===== src/rtl/sbv_pkg.sv =====
package sbv_pkg;

  // Strobes from control to datapath, one cycle's worth.
  typedef struct packed {
    logic memWr;     // commit wrData into storage at this edge
    logic hdrTake;   // header stride presented this cycle is valid
    logic vecTake;   // both directions valid: produce a vector
    logic rangeSel;  // interpret storage as bound pairs
  } sbv_strobe_t;

  function automatic int maxOf(input int a, input int b);
    return (a > b) ? a : b;
  endfunction

endpackage


===== src/rtl/sbv_ctrl.sv =====
module sbv_ctrl
  import sbv_pkg::*;
(
  input  logic        wrEn,
  input  logic        modeRange,
  input  logic        hdrInValid,
  input  logic        vecInValid,
  output sbv_strobe_t strobe
);

  always_comb begin
    strobe          = '0;
    strobe.memWr    = wrEn;
    strobe.hdrTake  = hdrInValid;
    strobe.vecTake  = hdrInValid & vecInValid;
    strobe.rangeSel = modeRange;
  end

endmodule


===== src/rtl/sbv_datapath.sv =====
module sbv_datapath
  import sbv_pkg::*;
#(
  parameter int STRIDE_W = 4,
  parameter int RULES    = 8,
  localparam int DEPTH   = maxOf(1 << STRIDE_W, 2 * RULES),
  localparam int WIDTH   = maxOf(RULES, STRIDE_W),
  localparam int AW      = $clog2(DEPTH)
) (
  input  logic                clk,
  input  logic                rstN,
  input  sbv_strobe_t         strobe,
  input  logic [AW-1:0]       wrAddr,
  input  logic [WIDTH-1:0]    wrData,
  input  logic [STRIDE_W-1:0] hdrIn,
  input  logic [RULES-1:0]    vecIn,
  output logic                hdrOutValid,
  output logic [STRIDE_W-1:0] hdrOut,
  output logic                vecOutValid,
  output logic [RULES-1:0]    vecOut
);

  logic [WIDTH-1:0] store [DEPTH];
  logic [AW-1:0]    hdrIdx;
  logic [RULES-1:0] prefixVec;
  logic [RULES-1:0] rangeVec;
  logic [RULES-1:0] localVec;

  // Shared storage: bit-vector table or bound pairs.
  always_ff @(posedge clk or negedge rstN) begin
    if (!rstN) begin
      for (int e = 0; e < DEPTH; e++) store[e] <= '0;
    end else if (strobe.memWr) begin
      store[wrAddr] <= wrData;
    end
  end

  assign hdrIdx    = AW'(hdrIn);
  assign prefixVec = store[hdrIdx][RULES-1:0];

  // One comparator pair per rule; entry 2i is low bound, 2i+1 high bound.
  for (genvar g = 0; g < RULES; g++) begin : g_rule
    logic [STRIDE_W-1:0] loBound;
    logic [STRIDE_W-1:0] hiBound;
    assign loBound     = store[2*g][STRIDE_W-1:0];
    assign hiBound     = store[2*g+1][STRIDE_W-1:0];
    assign rangeVec[g] = (loBound <= hdrIn) && (hdrIn <= hiBound);
  end

  assign localVec = strobe.rangeSel ? rangeVec : prefixVec;

  // Vertical stage.
  always_ff @(posedge clk or negedge rstN) begin
    if (!rstN) begin
      hdrOutValid <= 1'b0;
      hdrOut      <= '0;
    end else begin
      hdrOutValid <= strobe.hdrTake;
      hdrOut      <= hdrIn;
    end
  end

  // Horizontal stage.
  always_ff @(posedge clk or negedge rstN) begin
    if (!rstN) begin
      vecOutValid <= 1'b0;
      vecOut      <= '0;
    end else begin
      vecOutValid <= strobe.vecTake;
      vecOut      <= strobe.vecTake ? (vecIn & localVec) : '0;
    end
  end

endmodule


===== src/rtl/strided_bv_pe.sv =====
module strided_bv_pe
  import sbv_pkg::*;
#(
  parameter int STRIDE_W = 4,
  parameter int RULES    = 8,
  localparam int DEPTH   = maxOf(1 << STRIDE_W, 2 * RULES),
  localparam int WIDTH   = maxOf(RULES, STRIDE_W),
  localparam int AW      = $clog2(DEPTH)
) (
  input  logic                clk,
  input  logic                rstN,
  input  logic                modeRange,
  input  logic                wrEn,
  input  logic [AW-1:0]       wrAddr,
  input  logic [WIDTH-1:0]    wrData,
  input  logic                hdrInValid,
  input  logic [STRIDE_W-1:0] hdrIn,
  input  logic                vecInValid,
  input  logic [RULES-1:0]    vecIn,
  output logic                hdrOutValid,
  output logic [STRIDE_W-1:0] hdrOut,
  output logic                vecOutValid,
  output logic [RULES-1:0]    vecOut
);

  sbv_strobe_t strobe;

  sbv_ctrl u_ctrl (
    .wrEn       (wrEn),
    .modeRange  (modeRange),
    .hdrInValid (hdrInValid),
    .vecInValid (vecInValid),
    .strobe     (strobe)
  );

  sbv_datapath #(
    .STRIDE_W (STRIDE_W),
    .RULES    (RULES)
  ) u_dp (
    .clk         (clk),
    .rstN        (rstN),
    .strobe      (strobe),
    .wrAddr      (wrAddr),
    .wrData      (wrData),
    .hdrIn       (hdrIn),
    .vecIn       (vecIn),
    .hdrOutValid (hdrOutValid),
    .hdrOut      (hdrOut),
    .vecOutValid (vecOutValid),
    .vecOut      (vecOut)
  );

endmodule


===== config.mk =====
export PLATFORM = sky130hd
export DESIGN_NAME = strided_bv_pe
export DESIGN_NICKNAME = d
export VERILOG_FILES = /design/src/rtl/sbv_pkg.sv /design/src/rtl/sbv_ctrl.sv /design/src/rtl/sbv_datapath.sv /design/src/rtl/strided_bv_pe.sv
export SDC_FILE = /design/constraint.sdc
export NUM_CORES = 1
export LEC_CHECK = 0
export BUFFER_PORTS_ARGS = -buffer_cell sky130_fd_sc_hd__buf_2
export CAP_MARGIN = 20
export CORE_MARGIN = 4
export CORE_UTILIZATION = 55
export DETAILED_ROUTE_END_ITERATION = 10
export HOLD_SLACK_MARGIN = 0.02
export PLACE_DENSITY = 0.76
export SLEW_MARGIN = 20
export SYNTH_ARGS = -nofsm -noshare
export SYNTH_HDL_FRONTEND = slang
export SYNTH_HIERARCHICAL = 1
export SYNTH_SLANG_ARGS = --single-unit
export TNS_END_PERCENT = 10

===== constraint.sdc =====
create_clock -name clk -period 1.4 [get_ports clk]
set_input_delay 0.14 -clock clk [delete_from_list [all_inputs] [get_ports clk]]
set_output_delay 0.14 -clock clk [all_outputs]
set_load 0.02 [all_outputs]

# Yosys cells after proc, flatten, opt, wreduce, memory -nomap -nowiden
# Cells that the tools add are included.
totals:
  elab_cells: 60
  out_inout_bits: 14
  reg_bits: 142
  input_bits: 30
op_classes:
  bitwise_logic: 4
  reduce_logical: 9
  n_mux: 8
  n_lt_le_gt_ge: 19
op_table:
  columns: ["operator", "count"]
  rows:
  - ["$bwmux W128", 1]
  - ["$le A4 B4 Y1", 16]
  - ["$mux W8", 5]
  - ["$bmux W8 S4", 1]
  - ["$demux W8 S4", 1]
  - ["$ge A5 B5 Y1 const B", 2]
  - ["$not A4 Y5", 2]
  - ["$logic_and A1 B1 Y1", 9]
  - ["$and A8 B8 Y8", 1]
  - ["$lt A5 B1 Y1 const B", 1]
  - ["$and A1 B1 Y1", 1]

# Longest topological paths before layout
# Gate-level depths: netlist of run 1.
depth:
  depth_word: 7
  mapped_depth: 10
  ltp_nobuf: 6

# Modules after synthesis
# The synthesis of run 1 kept the hierarchy.
modules_own_cells:
  columns: ["mod", "instances", "seq_area_each_um2", "cells_per_inst", "area_each_um2"]
  rows:
  - ["sbv_datapath", 1, 3553.4, 684, 8041.5]
  - ["sbv_ctrl", 1, 0.0, 4, 28.8]

# Least setup slack after synthesis of run 1
# Ideal clock, no wire load.
synth_path:
  kind: "input to register"
  from: "input port hdrIn[2]"
  to: "register u_dp.vecOut[0]"
  setup_ns: 0.087
  n_path_buf: 4
  arrival_time_ns: 1.708
  required_ns: 1.313
  slack_ns: -0.395
  path_stages: 10
  path_cell_list: "buf_6 buf_12 buf_6 buf_6 inv_1 ha_1 nand4b_1 nand3_1 a221o_1 o211ai_1"
synth_via:
  elab_chain_cells: 7
  elab_cells_between_ends: 10
  cone_classes: "order compare: 2; mux: 5; bitwise: 2; reduce/logical: 1"
synth_lines:
  columns: ["element", "line_no", "rtl"]
  rows:
  - ["from (decl)", "strided_bv_pe.sv:17", "input logic [STRIDE_W-1:0] hdrIn,"]
  - ["$not A4 Y5 (implied by the code)", "sbv_datapath.sv:39", "assign prefixVec = store[hdrIdx][RULES-1:0];"]
  - ["$bmux W8 S4", "sbv_datapath.sv:39", null]
  - ["$mux W8 (implied by the code) (2 in a row)", "sbv_datapath.sv:39", null]
  - ["$mux W8 (*)", "sbv_datapath.sv:50", "assign localVec = strobe.rangeSel ? rangeVec : prefixVec;"]
  - ["$and A8 B8 Y8 (*)", "sbv_datapath.sv:70", "vecOut <= strobe.vecTake ? (vecIn & localVec) : '0;"]
  - ["$mux W8 (*)", "sbv_datapath.sv:70", null]
  - ["to (signal assigned)", "sbv_datapath.sv:70", null]
  - ["to (decl)", "sbv_datapath.sv:20", "output logic [RULES-1:0] vecOut"]
# Mark *: on every way between the ends. The rest lies on a longest branch, timed or not. The select of a mux whose other input is x is not followed.
# A chain may end at the register's enable or synchronous reset.

# Worst setup path after layout of run 1
layout_path:
  from: "register u_dp.store (netlist bit u_dp/g_rule[6].hiBound[3])"
  to: "register u_dp.vecOut[6]"
layout_via:
  elab_chain_cells: 5
layout_lines:
  columns: ["element", "line_no", "rtl"]
  rows:
  - ["from (decl)", "sbv_datapath.sv:23", "logic [WIDTH-1:0] store [DEPTH];"]
  - ["from (signal, indexed assignment)", "sbv_datapath.sv:34", "store[wrAddr] <= wrData;"]
  - ["$le A4 B4 Y1", "sbv_datapath.sv:47", "assign rangeVec[g] = (loBound <= hdrIn) && (hdrIn <= hiBound);"]
  - ["$logic_and A1 B1 Y1", "sbv_datapath.sv:47", null]
  - ["$mux W8", "sbv_datapath.sv:50", null]
  - ["$and A8 B8 Y8", "sbv_datapath.sv:70", null]
  - ["$mux W8", "sbv_datapath.sv:70", null]
# No other way between the ends.

==> results.rst, run 1 <==
.. list-table::
   :header-rows: 1

   * - Metric
     - Value
   * - Detail Route Antenna Nets
     - 0
   * - Fraction of layout cells with a size suffix above 1
     - 42.38%
   * - Worst clock skew
     - 0.008548 ns
   * - Top layer in use
     - met4
   * - Worst hold margin
     - 0.07755 ns
   * - PnR worst setup slack
     - -0.08808 ns
   * - Placer congestion estimate
     - 0.9501
   * - Clock insertion delay at the later pin of the skew report
     - 0.42 ns
   * - Count of inserted antenna diode cells
     - 0
   * - Required time reported for the critical path endpoint
     - 1.76 ns
   * - PortBufs
     - 43
   * - Met3 routed WL
     - 1648 um
   * - Vias in the first global route
     - 6,700
   * - Clock Root Buffer
     - sky130_fd_sc_hd__clkbuf_16
   * - Peak Freq
     - 0.6720 GHz
   * - Post-synth EDFFs
     - 0
   * - Arrival time of data at the critical path endpoint
     - 1.85 ns
   * - Share of Yosys cell area claimed by the top area cell type
     - 44.03%
   * - Total CTS buffers
     - 17
   * - Initial core utilization
     - 55.74%
   * - R2R setup slack
     - -0.09 ns
   * - Worst min-delay path category
     - input port to flop
   * - Main synth FF type
     - sky130_fd_sc_hd__dfrtp_1
   * - Largest family of logic cells by synthesized area
     - multiplexers
   * - Adder-cell share of the synthesized area
     - 9.922%
   * - Top-level port count
     - 44
   * - Buffer depth of the longest clock path
     - 2
   * - Average instance area after synthesis
     - 11.73 um^2
   * - Highest net fanout along the worst path
     - 4
   * - Most area-consuming cells after synthesis
     - sky130_fd_sc_hd__dfrtp_1 44%, sky130_fd_sc_hd__mux2_2 16%, sky130_fd_sc_hd__ha_1 9.9%
   * - Portion of the clock cycle consumed by the worst path in the final layout
     - 106.3%
   * - Min Tclk post-route
     - 1.488 ns
   * - Cell Chain, Critical Path
     - inv_2 -> ha_4 -> a21oi_2 -> nand3_1 -> a221oi_2 -> a211o_1
   * - Core area
     - 14,480 um^2
   * - Setup repair after global routing missed its margin
     - yes
   * - Count of unresolved DRC violations after routing
     - 0
   * - Highest ir drop seen on vdd
     - 1.274 mV
   * - Overall routed net length
     - 22,880 um
   * - Leading post-synthesis cells by instance count
     - 142 x sky130_fd_sc_hd__dfrtp_1, 118 x sky130_fd_sc_hd__mux2_2, 64 x sky130_fd_sc_hd__ha_1
   * - Relative max-transition margin
     - 60.99%
   * - Share of async-settable or async-resettable flops after synthesis
     - 100.0%
   * - Total number of nets in the final design
     - 895
   * - PnR Total Power
     - 14.53 mW
   * - Antenna violations before repair
     - 0
   * - Storage element area
     - 3553 um^2
   * - Global-route congestion overflow total
     - 0
   * - Fraction of the yosys area taken by sequential cells
     - 44.03%
   * - Via/cell ratio
     - 6.320
   * - Static Leak
     - 4.654 nW
   * - # setup viols final
     - 7
   * - Routed WL per cell
     - 22.93 um
   * - Post-synth net total
     - 782
   * - Area occupied by multi-input gates
     - 4533 um^2
   * - Slowest cell on the critical path
     - sky130_fd_sc_hd__dfrtp_1
   * - Fill cell total of the finished layout
     - 985
   * - Startpoint kind of the worst setup timing path
     - flop
   * - Synth unique cells
     - 40
   * - Area of the mapped netlist
     - 8070 um^2
   * - TritonCTS clock tree
     - built
   * - Highest cell delay on the worst timing path
     - 0.41 ns
   * - Die Span Y
     - 129.1 um
   * - Outcome
     - finished with violations
   * - Met1 wire length
     - 9235 um
   * - Detailed placement HPWL
     - 15,690 um
   * - DRC marker count from the first detailed-route iteration
     - 407
   * - Die area
     - 16,670 um^2
   * - Die span in x
     - 129.1 um
   * - Share of the synthesized netlist area taken by xor and xnor gates
     - 0%
   * - Detailed Routing Iterations Pass 1
     - 5
   * - Top cell type by total area after synthesis
     - sky130_fd_sc_hd__dfrtp_1
   * - Worst Setup Path Type
     - flop to flop
   * - Kind of capture point of the worst setup path
     - flop
   * - Routed via count
     - 6,307
   * - Yosys warnings
     - 6
   * - Basic-gate share of the synthesized area counting and, or, nand and nor cells
     - 10.42%
   * - Wire length of the first global-routing pass
     - 35,760 um
   * - Site row count
     - 44
   * - Clock transition at path regs
     - 0.06 ns
   * - Pwr/cell area
     - 1426 nW/um^2
   * - Count of placed standard cells including taps
     - 964
   * - Non-filler instance count after layout
     - 998
   * - Max-capacitance violation count
     - 0
   * - Slew @ Worst Pin
     - 0.5851 ns
   * - Layout-stage area growth over the synthesis result
     - 26.25%
   * - Complex-gate fraction of the synthesized area
     - 8.620%
   * - Largest net degree at the start of global routing
     - 41
   * - H-Tree Level Count
     - 4
   * - Multiplexer area fraction after synthesis
     - 22.06%
   * - Synthesized instance count
     - 688
   * - Max-slew violation total from the final report
     - 0
   * - Number of synthesized register bits
     - 142
   * - Routed wire length on met2
     - 11,070 um
   * - Failing checks
     - setup timing
   * - Total number of clock tree sinks
     - 142
   * - Number of hold-slack violations in the final timing report
     - 0
   * - Most numerous cell in the Yosys netlist
     - sky130_fd_sc_hd__dfrtp_1
   * - All-layer global routing usage
     - 28.13%
## cells by family after synthesis
logic type / Yosys count
compound gates: 94
buf+inv: 76
simple gates: 150
fa+ha+maj: 64
flops: 142
mux: 162
## cells in the final DEF (no fill, tap or decap), types with 3 or more instances in the layout
cell type | synthesis | layout
sky130_fd_sc_hd__a22o_1 | 8 | 8
sky130_fd_sc_hd__a211oi_2 | 7 | 7
sky130_fd_sc_hd__mux2_4 | 2 | 3
sky130_fd_sc_hd__nor3_1 | 7 | 7
sky130_fd_sc_hd__ha_4 | 0 | 23
sky130_fd_sc_hd__clkbuf_16 | 0 | 17
sky130_fd_sc_hd__nor2_2 | 3 | 3
sky130_fd_sc_hd__dfrtp_1 | 142 | 142
sky130_fd_sc_hd__inv_1 | 36 | 33
sky130_fd_sc_hd__buf_12 | 1 | 14
sky130_fd_sc_hd__nand2_1 | 33 | 33
sky130_fd_sc_hd__o21ai_0 | 22 | 22
sky130_fd_sc_hd__a221oi_2 | 0 | 11
sky130_fd_sc_hd__inv_2 | 0 | 3
sky130_fd_sc_hd__nor2_1 | 8 | 8
sky130_fd_sc_hd__a21oi_2 | 0 | 11
sky130_fd_sc_hd__nor2b_1 | 10 | 10
sky130_fd_sc_hd__buf_2 | 16 | 41
sky130_fd_sc_hd__bufinv_16 | 0 | 5
sky130_fd_sc_hd__o211ai_1 | 14 | 14
sky130_fd_sc_hd__clkinv_4 | 0 | 3
sky130_fd_sc_hd__nand3_1 | 41 | 39
sky130_fd_sc_hd__mux2_2 | 118 | 117
sky130_fd_sc_hd__nand4b_1 | 16 | 16
sky130_fd_sc_hd__dlygate4sd3_1 | 0 | 4
sky130_fd_sc_hd__nand2b_1 | 6 | 6
sky130_fd_sc_hd__a21oi_1 | 16 | 5
sky130_fd_sc_hd__nand4_1 | 17 | 17
sky130_fd_sc_hd__a211o_1 | 8 | 8
sky130_fd_sc_hd__mux2i_1 | 41 | 40
sky130_fd_sc_hd__ha_1 | 64 | 41
sky130_fd_sc_hd__nand3b_1 | 3 | 3
sky130_fd_sc_hd__a221oi_1 | 14 | 3
sky130_fd_sc_hd__buf_4 | 4 | 74
## worst paths after layout
path	end	from	cells past startpoint
worst min-delay path	u_dp/vecOut[0]$_DFF_PN0_	vecIn[0]	3
worst min register to register	u_dp/store[108]$_DFFE_PN0P_	u_dp/store[108]$_DFFE_PN0P_	1
min in group asynchronous	u_dp/g_rule[0].hiBound[2]$_DFFE_PN0P_	rstN	2
worst max-delay path	u_dp/vecOut[6]$_DFF_PN0_	u_dp/g_rule[6].hiBound[3]$_DFFE_PN0P_	6
max in group asynchronous	u_dp/store[100]$_DFFE_PN0P_	rstN	3
worst max register to register	u_dp/vecOut[6]$_DFF_PN0_	u_dp/g_rule[6].hiBound[3]$_DFFE_PN0P_	6
## critical path, delay by kind of cell (launching register included)
kind	cells	cell delay (ns)
adders and majority gates	1	0.21
AOI/OAI and AO/OA	3	0.62
buffers and inverters	1	0.09
and+or+nand+nor	1	0.11
DFF	1	0.41
## power by group
| part | switching [mW] | internal [mW] |
|---|---|---|
| Clock | 1.76 | 3.17 |
| Sequential | 0.607 | 5.00 |
| Combinational | 1.92 | 2.07 |
## timing repair
action / in CTS / in global routing
buffers inserted: 1 / 1
hold buffers: 4 / 0
hold endpoints to repair: 95 / 0
pin swaps: 13 / 8
gates resized for setup: 35 / 17
endpoints found under the setup margin: 8 / 8
## flip-flops by register name, indices dropped and copies added, names as in the netlist
name and count:
u_dp/store 64, u_dp/g_rule.hiBound 32, u_dp/g_rule.loBound 32, u_dp/vecOut 8, u_dp/hdrOut 4, u_dp/hdrOutValid 1
u_dp/vecOutValid 1
## stage by stage
step / setup WS [ns] / util [%] / area [um^2] / setup TNS, ns
after floorplan: -0.3947 / - / 8070 / -2.988
after global placement: -0.3046 / 62.88 / 9104 / -2.065
after detailed placement: -0.3636 / 62.88 / 9104 / -2.443
after CTS: -0.02719 / 69.37 / 10040 / -0.1198
after global routing: -0.1345 / 70.37 / 10190 / -0.6300
final: -0.08808 / 70.37 / 10190 / -0.3137
## metal layers
layer | vias to the layer above | global-route usage (%)
met3 | 77 | 7.172
li1 | 2777 | -
met4 | 0 | 12.04
met2 | 273 | 45.91
met1 | 3180 | 35.66
met5 | - | 0
## final cells by class
class	count	area share [%]
well taps	184	2.260
multi-input cells	470	44.49
flip-flops and latches	142	34.88
repair buffers	134	10.72
clock inverters	13	2.075
clock buffers	19	4.249
inverters	36	1.326
No activity file was read; power rests on OpenSTA's default activity.
==> inputs of run 2 (changes only) <==
CELL_PAD_IN_SITES_DETAIL_PLACEMENT = 0   (was default)
CELL_PAD_IN_SITES_GLOBAL_PLACEMENT = 1   (was default)
CORE_UTILIZATION = 45   (was 55)
PLACE_DENSITY = default   (was 0.76)
PLACE_DENSITY_LB_ADDON = 0.1   (was default)
==> run 2 against run 1 <==
Effect of this change:
- the run still ends with setup timing left
- clock skew is 0.0030 ns lower
- global-route usage is 4.1 points lower
- final area rose by 1.6%
- flip-flop and latch count unchanged
- sequential power is essentially flat
- sequential share of layout area decreased by 0.54 points
- via count fell by 3.7%
- worst hold slack worse by 0.020 ns
- combinational power rose by 2%
- setup slack better by 0.015 ns
- count of clock-buffer cells in the layout is 1 lower
- critical endpoint is now u_dp/vecOut[0]$_DFF_PN0_
- largest cell class unchanged
- largest power group unchanged
- highest routed layer unchanged
==> results.rst, run 2 (same netlist as run 1, synthesis figures left out) <==
.. list-table::
   :header-rows: 1

   * - Metric
     - Value
   * - Peak Freq
     - 0.6789 GHz
   * - Reg2reg start
     - u_dp/g_rule[0].loBound[3]$_DFFE_PN0P_
   * - Required time reported for the critical path endpoint
     - 1.74 ns
   * - Clock Root Buffer
     - sky130_fd_sc_hd__clkbuf_16
   * - Power share of the sequential group
     - 39.9%
   * - Portion of the clock cycle consumed by the worst path in the final layout
     - 105.2%
   * - Total CTS buffers
     - 17
   * - Global-route congestion overflow total
     - 0
   * - Highest net fanout along the worst path
     - 4
   * - Logic depth of the worst register-to-register path
     - 5
   * - Vias in the first global route
     - 6,517
   * - PortBufs
     - 43
   * - Worst Setup Path Type
     - flop to flop
   * - Die area
     - 20,140 um^2
   * - Count of unresolved DRC violations after routing
     - 0
   * - Leading cell types in the layout, fill and taps excluded
     - 142 x sky130_fd_sc_hd__dfrtp_1, 118 x sky130_fd_sc_hd__mux2_2, 90 x sky130_fd_sc_hd__buf_4
   * - Top-level port count
     - 44
   * - Site row count
     - 48
   * - Most common library cell in the layout ignoring fill and taps
     - sky130_fd_sc_hd__dfrtp_1
   * - FF-to-FF End
     - u_dp/vecOut[0]$_DFF_PN0_
   * - Startpoint kind of the worst setup timing path
     - flop
   * - Layout-stage area growth over the synthesis result
     - 28.25%
   * - H-Tree Level Count
     - 4
   * - Count of inserted antenna diode cells
     - 0
   * - Static Leak
     - 4.682 nW
   * - Kind of capture point of the worst setup path
     - flop
   * - Max-slew violation total from the final report
     - 0
   * - Failing checks
     - setup timing
   * - Fraction of layout cells with a size suffix above 1
     - 44.39%
   * - R2R setup slack
     - -0.07 ns
   * - Hold path startpoint
     - vecIn[0]
   * - Initial core utilization
     - 46.34%
   * - Outcome
     - finished with violations
   * - All-layer global routing usage
     - 23.99%
   * - Largest net degree at the start of global routing
     - 48
   * - Worst hold margin
     - 0.05770 ns
   * - Detailed Routing Iterations Pass 1
     - 5
   * - Highest ir drop seen on vdd
     - 0.8970 mV
   * - Setup WS pre-CTS
     - -0.5176 ns
   * - Max-capacitance violation count
     - 0
   * - Overall routed net length
     - 23,440 um
   * - Detail Route Antenna Nets
     - 0
   * - Combinational group share of total power
     - 28.9%
   * - Detailed placement HPWL
     - 16,880 um
   * - TritonCTS clock tree
     - built
   * - Switching Share
     - 31.49%
   * - # setup viols final
     - 7
   * - Internal power
     - 9.595 mW
   * - Clock transition at path regs
     - 0.06 ns
   * - Most flop-heavy register
     - u_dp/store
   * - Clock insertion delay at the later pin of the skew report
     - 0.43 ns
   * - Setup repair after global routing missed its margin
     - yes
   * - Hold worst-path end
     - u_dp/vecOut[0]$_DFF_PN0_
   * - Routed via count
     - 6,074
   * - Buffer depth of the longest clock path
     - 2
   * - Die span in x
     - 141.9 um
   * - Part of the total power dissipated in the clock network
     - 31.2%
   * - Number of hold-slack violations in the final timing report
     - 0
   * - Relative max-transition margin
     - 66.75%
   * - Core area
     - 17,420 um^2
   * - Net load switching power
     - 4.409 mW
   * - Via/cell ratio
     - 5.763
   * - Min Tclk post-route
     - 1.473 ns
   * - DRC marker count from the first detailed-route iteration
     - 309
   * - Die Span Y
     - 141.9 um
   * - Placer congestion estimate
     - 0.9099
   * - Pwr/cell area
     - 1353 nW/um^2
   * - Fill cell total of the finished layout
     - 1,454
   * - Arrival time of data at the critical path endpoint
     - 1.82 ns
   * - Total number of clock tree sinks
     - 142
   * - Flip-flop count of the largest register, all copies and words added
     - 64
   * - Depth of the worst hold-timing path
     - 3
   * - Slew @ Worst Pin
     - 0.4987 ns
   * - Total number of nets in the final design
     - 910
   * - Worst clock skew
     - 0.005595 ns
   * - Worst min-delay path category
     - input port to flop
   * - Routed WL per cell
     - 22.24 um
   * - Wire length of the first global-routing pass
     - 36,540 um
   * - PnR worst setup slack
     - -0.07305 ns
   * - Antenna violations before repair
     - 0
[run 2: changes by cell type in the layout (fill, tap and decap cells not counted), moves of 4 or more]
cell	before	now
sky130_fd_sc_hd__ha_1	41	35
sky130_fd_sc_hd__inv_6	2	6
sky130_fd_sc_hd__clkinvlp_4	1	6
sky130_fd_sc_hd__buf_4	74	90
sky130_fd_sc_hd__ha_4	23	29
sky130_fd_sc_hd__bufinv_16	5	1
[run 2: through the flow]
| step | cells | util (%) | TNS [ns] | cell area [um^2] | total power [mW] |
|---|---|---|---|---|---|
| 6_report | 1054 | 59.43 | -0.2779 | 10350 | 14.00 |
| 5_1_grt | 1054 | 59.43 | -0.8128 | 10350 | 14.73 |
| 4_1_cts | 1054 | 58.99 | -0.1987 | 10270 | 13.95 |
| 3_5_place_dp | 1019 | 53.17 | -2.931 | 9260 | 9.086 |
| 3_3_place_gp | 1019 | 53.17 | -2.333 | 9260 | 8.901 |
| 2_1_floorplan | 688 | - | -2.988 | 8070 | 7.682 |
[run 2: timing repair]
item	CTS	global route
gates resized for setup	51	8
gates cloned	0	0
buffers inserted	4	0
endpoints found under the hold margin	72	0
hold buffers	2	0
setup endpoints to repair	8	8
pin swaps	23	4
[run 2: area by class of cell]
class	instances	area (um^2)	share of cell area (%)
inverter	36	135.1	1.306
clock inverter	14	132.6	1.281
clock buffer	18	429.2	4.147
tap	225	281.5	2.720
multi-input combinational	470	4614	44.58
timing repair buffer	149	1204	11.63
sequential	142	3553	34.33
[run 2: routing by layer]
| layer | GRT usage [%] | vias up | part of all wire (%) |
|---|---|---|---|
| met5 | 0 | - | 0 |
| met2 | 41.46 | 144 | 50 |
| met1 | 30.65 | 3071 | 44 |
| met3 | 3.977 | 48 | 4.1 |
| met4 | 8.131 | 0 | 2.4 |
| li1 | - | 2811 | - |
[run 2: how the worst max path moves through the flow]
| stage | start | end | slack (ns) | cells past startpoint |
|---|---|---|---|---|
| after CTS | u_dp/g_rule[0].loBound[3]$_DFFE_PN0P_ | u_dp/vecOut[0]$_DFF_PN0_ | -0.04 | 6 |
| after detailed placement | hdrIn[3] | u_dp/vecOut[6]$_DFF_PN0_ | -0.52 | 8 |
| after global routing | u_dp/g_rule[0].loBound[3]$_DFFE_PN0P_ | u_dp/vecOut[0]$_DFF_PN0_ | -0.14 | 6 |
| after floorplan | hdrIn[2] | u_dp/vecOut[0]$_DFF_PN0_ | -0.39 | 10 |
| final | u_dp/g_rule[0].loBound[3]$_DFFE_PN0P_ | u_dp/vecOut[0]$_DFF_PN0_ | -0.07 | 5 |
| after global placement | hdrIn[2] | u_dp/vecOut[6]$_DFF_PN0_ | -0.46 | 8 |
[run 2: critical path, stage by stage (launching register included)]
cell and delay (ns):
sky130_fd_sc_hd__dfrtp_1 0.40, sky130_fd_sc_hd__buf_6 0.13, sky130_fd_sc_hd__ha_4 0.28, sky130_fd_sc_hd__nand4_1 0.13, sky130_fd_sc_hd__a221o_1 0.37, sky130_fd_sc_hd__o211ai_1 0.08
[run 2: power by group through the flow]
stage | registers (mW) | logic (mW) | clock network, mW
final | 5.58 | 4.05 | 4.37
after global routing | 5.67 | 4.45 | 4.61
after CTS | 5.57 | 3.93 | 4.45
after detailed placement | 5.61 | 3.48 | 0
after global placement | 5.58 | 3.32 | 0
after floorplan | 5.45 | 2.23 | 0
==> inputs of run 3 (changes only) <==
ABC_AREA = 1   (was default)
CORE_UTILIZATION = 43   (was 45)
CTS_BUF_LIST = sky130_fd_sc_hd__clkbuf_2 sky130_fd_sc_hd__clkbuf_4 sky130_fd_sc_hd__clkbuf_8   (was default)
==> run 3 against run 2 <==
Effect of this change:
- the flow now finishes without violations
- register-to-register slack better by 0.11 ns
- total power down 15%
- critical path depth up 5
- clock power down 27%
- setup slack better by 0.11 ns
- die area up 4.6%
==> results.rst, run 3 <==
.. list-table::
   :header-rows: 1

   * - Metric
     - Value
   * - Routed via count
     - 7,179
   * - Die area
     - 21,060 um^2
   * - Clock transition at path regs
     - 0.08 ns
   * - Average instance area after synthesis
     - 7.579 um^2
   * - Max-capacitance violation count
     - 0
   * - Vias in the first global route
     - 6,952
   * - Outcome
     - complete, no violations
   * - Pwr/cell area
     - 1220 nW/um^2
   * - Leading cell types in the layout, fill and taps excluded
     - 392 x sky130_fd_sc_hd__nand2_1, 142 x sky130_fd_sc_hd__dfrtp_1, 132 x sky130_fd_sc_hd__nand3_1
   * - Arrival time of data at the critical path endpoint
     - 1.74 ns
   * - Top-level port count
     - 44
   * - Layout-stage area growth over the synthesis result
     - 21.32%
   * - Overall routed net length
     - 23,730 um
   * - Cell Chain, Critical Path
     - ha_1 -> nand2_1 -> nand2_1 -> nand2_1 -> nand2_1 -> nand2_1 -> nand2_1 -> nand2_1 -> nand2_1 -> a21oi_2
   * - Flip-flop count of the largest register, all copies and words added
     - 64
   * - FF-to-FF End
     - u_dp/vecOut[3]$_DFF_PN0_
   * - Most flop-heavy register
     - u_dp/store
   * - Reg2reg start
     - u_dp/g_rule[3].loBound[1]$_DFFE_PN0P_
   * - Slowest cell on the critical path
     - sky130_fd_sc_hd__dfrtp_1
   * - PortBufs
     - 43
   * - TritonCTS clock tree
     - built
   * - Site row count
     - 49
   * - Area of the mapped netlist
     - 8087 um^2
   * - Synth unique cells
     - 20
   * - CP bufs+invs
     - 0
   * - Most numerous cell in the Yosys netlist
     - sky130_fd_sc_hd__nand2_1
   * - Multiplexer area fraction after synthesis
     - 0%
   * - H-Tree Level Count
     - 4
   * - Number of hold-slack violations in the final timing report
     - 0
   * - Largest net degree at the start of global routing
     - 34
   * - Peak Freq
     - 0.7337 GHz
   * - Post-synth net total
     - 1,161
   * - # setup viols final
     - 0
   * - Most frequent CP cell
     - sky130_fd_sc_hd__nand2_1
   * - Routed WL per cell
     - 16.75 um
   * - Critical path capture point
     - u_dp/vecOut[3]$_DFF_PN0_
   * - Largest family of logic cells by synthesized area
     - simple AND/OR/NAND/NOR gates
   * - Logic depth of the worst register-to-register path
     - 10
   * - Portion of the clock cycle consumed by the worst path in the final layout
     - 97.35%
   * - Initial core utilization
     - 44.41%
   * - Highest net fanout along the worst path
     - 3
   * - Share of async-settable or async-resettable flops after synthesis
     - 100.0%
   * - Top cell type by total area after synthesis
     - sky130_fd_sc_hd__dfrtp_1
   * - Main synth FF type
     - sky130_fd_sc_hd__dfrtp_1
   * - Required time reported for the critical path endpoint
     - 1.77 ns
   * - Wire length of the first global-routing pass
     - 38,320 um
   * - Final standard cell area without fillers
     - 9811 um^2
   * - Fraction of layout cells with a size suffix above 1
     - 16.25%
   * - Count of inserted antenna diode cells
     - 0
   * - Adder-cell share of the synthesized area
     - 9.903%
   * - Total CTS buffers
     - 17
   * - Placement-stage cell area
     - 8962 um^2
   * - Worst min-delay path category
     - input port to flop
   * - Detailed placement HPWL
     - 16,340 um
   * - Static Leak
     - 5.060 nW
   * - Most area-consuming cells after synthesis
     - sky130_fd_sc_hd__dfrtp_1 44%, sky130_fd_sc_hd__nand2_1 18%, sky130_fd_sc_hd__ha_1 9.9%
   * - Highest ir drop seen on vdd
     - 0.5644 mV
   * - Fill cell total of the finished layout
     - 1,803
   * - Worst clock skew
     - 0.008541 ns
   * - Leading post-synthesis cells by instance count
     - 392 x sky130_fd_sc_hd__nand2_1, 142 x sky130_fd_sc_hd__dfrtp_1, 132 x sky130_fd_sc_hd__nand3_1
   * - Clock insertion delay at the later pin of the skew report
     - 0.45 ns
   * - Number of synthesized register bits
     - 142
   * - Logic depth of the worst setup path including buffers
     - 10
   * - Slew @ Worst Pin
     - 0.5067 ns
   * - Most common library cell in the layout ignoring fill and taps
     - sky130_fd_sc_hd__nand2_1
   * - Detail Route Antenna Nets
     - 0
   * - All-layer global routing usage
     - 22.98%
   * - Total number of clock tree sinks
     - 142
   * - Count of unresolved DRC violations after routing
     - 0
   * - Fraction of the yosys area taken by sequential cells
     - 43.94%
   * - Basic-gate share of the synthesized area counting and, or, nand and nor cells
     - 28.22%
   * - DRC marker count from the first detailed-route iteration
     - 507
   * - Die span in x
     - 145.1 um
   * - Setup repair after global routing missed its margin
     - yes
   * - Kind of capture point of the worst setup path
     - flop
   * - Core area
     - 18,210 um^2
   * - Die Span Y
     - 145.1 um
   * - Share of the synthesized netlist area taken by xor and xnor gates
     - 0%
   * - R2R setup slack
     - 0.04 ns
   * - Placer congestion estimate
     - 0.8589
   * - Share of Yosys cell area claimed by the top area cell type
     - 43.94%
   * - PnR Total Power
     - 11.97 mW
   * - Max-slew violation total from the final report
     - 0
   * - Category of cells accounting for the largest share of critical-path delay
     - simple AND/OR/NAND/NOR gates
   * - Via/cell ratio
     - 5.066
   * - Complex-gate fraction of the synthesized area
     - 9.454%
   * - Yosys warnings
     - 6
   * - Highest cell delay on the worst timing path
     - 0.41 ns
   * - Relative max-transition margin
     - 66.19%
   * - Total number of nets in the final design
     - 1,269
   * - Startpoint kind of the worst setup timing path
     - flop
   * - Detailed Routing Iterations Pass 1
     - 5
   * - Worst Setup Path Type
     - flop to flop
   * - Global-route congestion overflow total
     - 0
   * - Clock Root Buffer
     - sky130_fd_sc_hd__clkbuf_8
   * - Synthesized instance count
     - 1,067
   * - Worst Setup SP
     - u_dp/g_rule[3].loBound[1]$_DFFE_PN0P_
   * - Buffer depth of the longest clock path
     - 2
   * - Post-synth EDFFs
     - 0
   * - Antenna violations before repair
     - 0
   * - Min Tclk post-route
     - 1.363 ns
## run 3: changes by cell type after synthesis, sizes merged, moves of 20 or more
cell	delta
nand2	+359
mux2	-121
o21ai	+94
nand3	+91
inv	+71
mux2i	-41
a21oi	+20
## run 3: logic make-up (layout without fill, tap and decap cells)
| kind of cell | count (synthesis) | in the layout |
|---|---|---|
| flops | 142 | 142 |
| buf+inv | 163 | 284 |
| fa+ha+maj | 64 | 64 |
| compound gates | 152 | 152 |
| simple gates | 546 | 546 |
## run 3: how the worst min path moves through the flow
stage	cells past startpoint	slack [ns]	start	to
final	2	0.06	hdrIn[1]	u_dp/hdrOut[1]$_DFF_PN0_
after global routing	2	0.04	hdrIn[1]	u_dp/hdrOut[1]$_DFF_PN0_
after CTS	5	0.02	vecIn[3]	u_dp/vecOut[3]$_DFF_PN0_
after detailed placement	1	0.07	rstN	u_dp/g_rule[5].loBound[0]$_DFFE_PN0P_
after global placement	1	0.07	rstN	u_dp/g_rule[5].loBound[0]$_DFFE_PN0P_
after floorplan	0	-0.16	rstN	u_dp/g_rule[0].hiBound[0]$_DFFE_PN0P_
## run 3: metal layers
layer,global-route usage (%),routed length [um]
met3,3.679,824
met2,38.40,11280
met4,5.128,238
met5,0,0
met1,31.73,11390
## run 3: report_power, final
part,switching (mW),total [mW],internal [mW]
clock,1.67,3.17,1.49
combinational,1.86,3.35,1.50
sequential,0.560,5.45,4.89
## run 3: final cells by class
| class | instances | area [um^2] | area share [%] |
|---|---|---|---|
| multi-input combinational | 762 | 4018 | 40.95 |
| inverter | 109 | 415.4 | 4.234 |
| clock inverter | 13 | 116.4 | 1.186 |
| tap | 229 | 286.5 | 2.921 |
| clock buffer | 19 | 261.5 | 2.665 |
| sequential | 142 | 3553 | 36.22 |
| timing repair buffer | 143 | 1160 | 11.82 |
## run 3: through the flow
| stage | hold slack (ns) | std cells | util [%] | setup TNS, ns | worst slack, ns |
|---|---|---|---|---|---|
| 2_1_floorplan | -0.1556 | 1067 | - | 0 | 0.02035 |
| 3_3_place_gp | 0.06645 | 1350 | 49.22 | -0.1781 | -0.04050 |
| 3_5_place_dp | 0.07077 | 1350 | 49.22 | -0.2261 | -0.03976 |
| 4_1_cts | 0.02110 | 1397 | 52.12 | 0 | 0.05121 |
| 5_1_grt | 0.04183 | 1417 | 53.88 | -0.3196 | -0.06542 |
| 6_report | 0.06266 | 1417 | 53.88 | 0 | 0.03706 |
## run 3: what timing repair did
action	in CTS	in global routing
hold buffers	15	0
setup endpoints to repair	0	8
buffers inserted	0	20
resized for setup	0	21
endpoints found under the hold margin	156	0
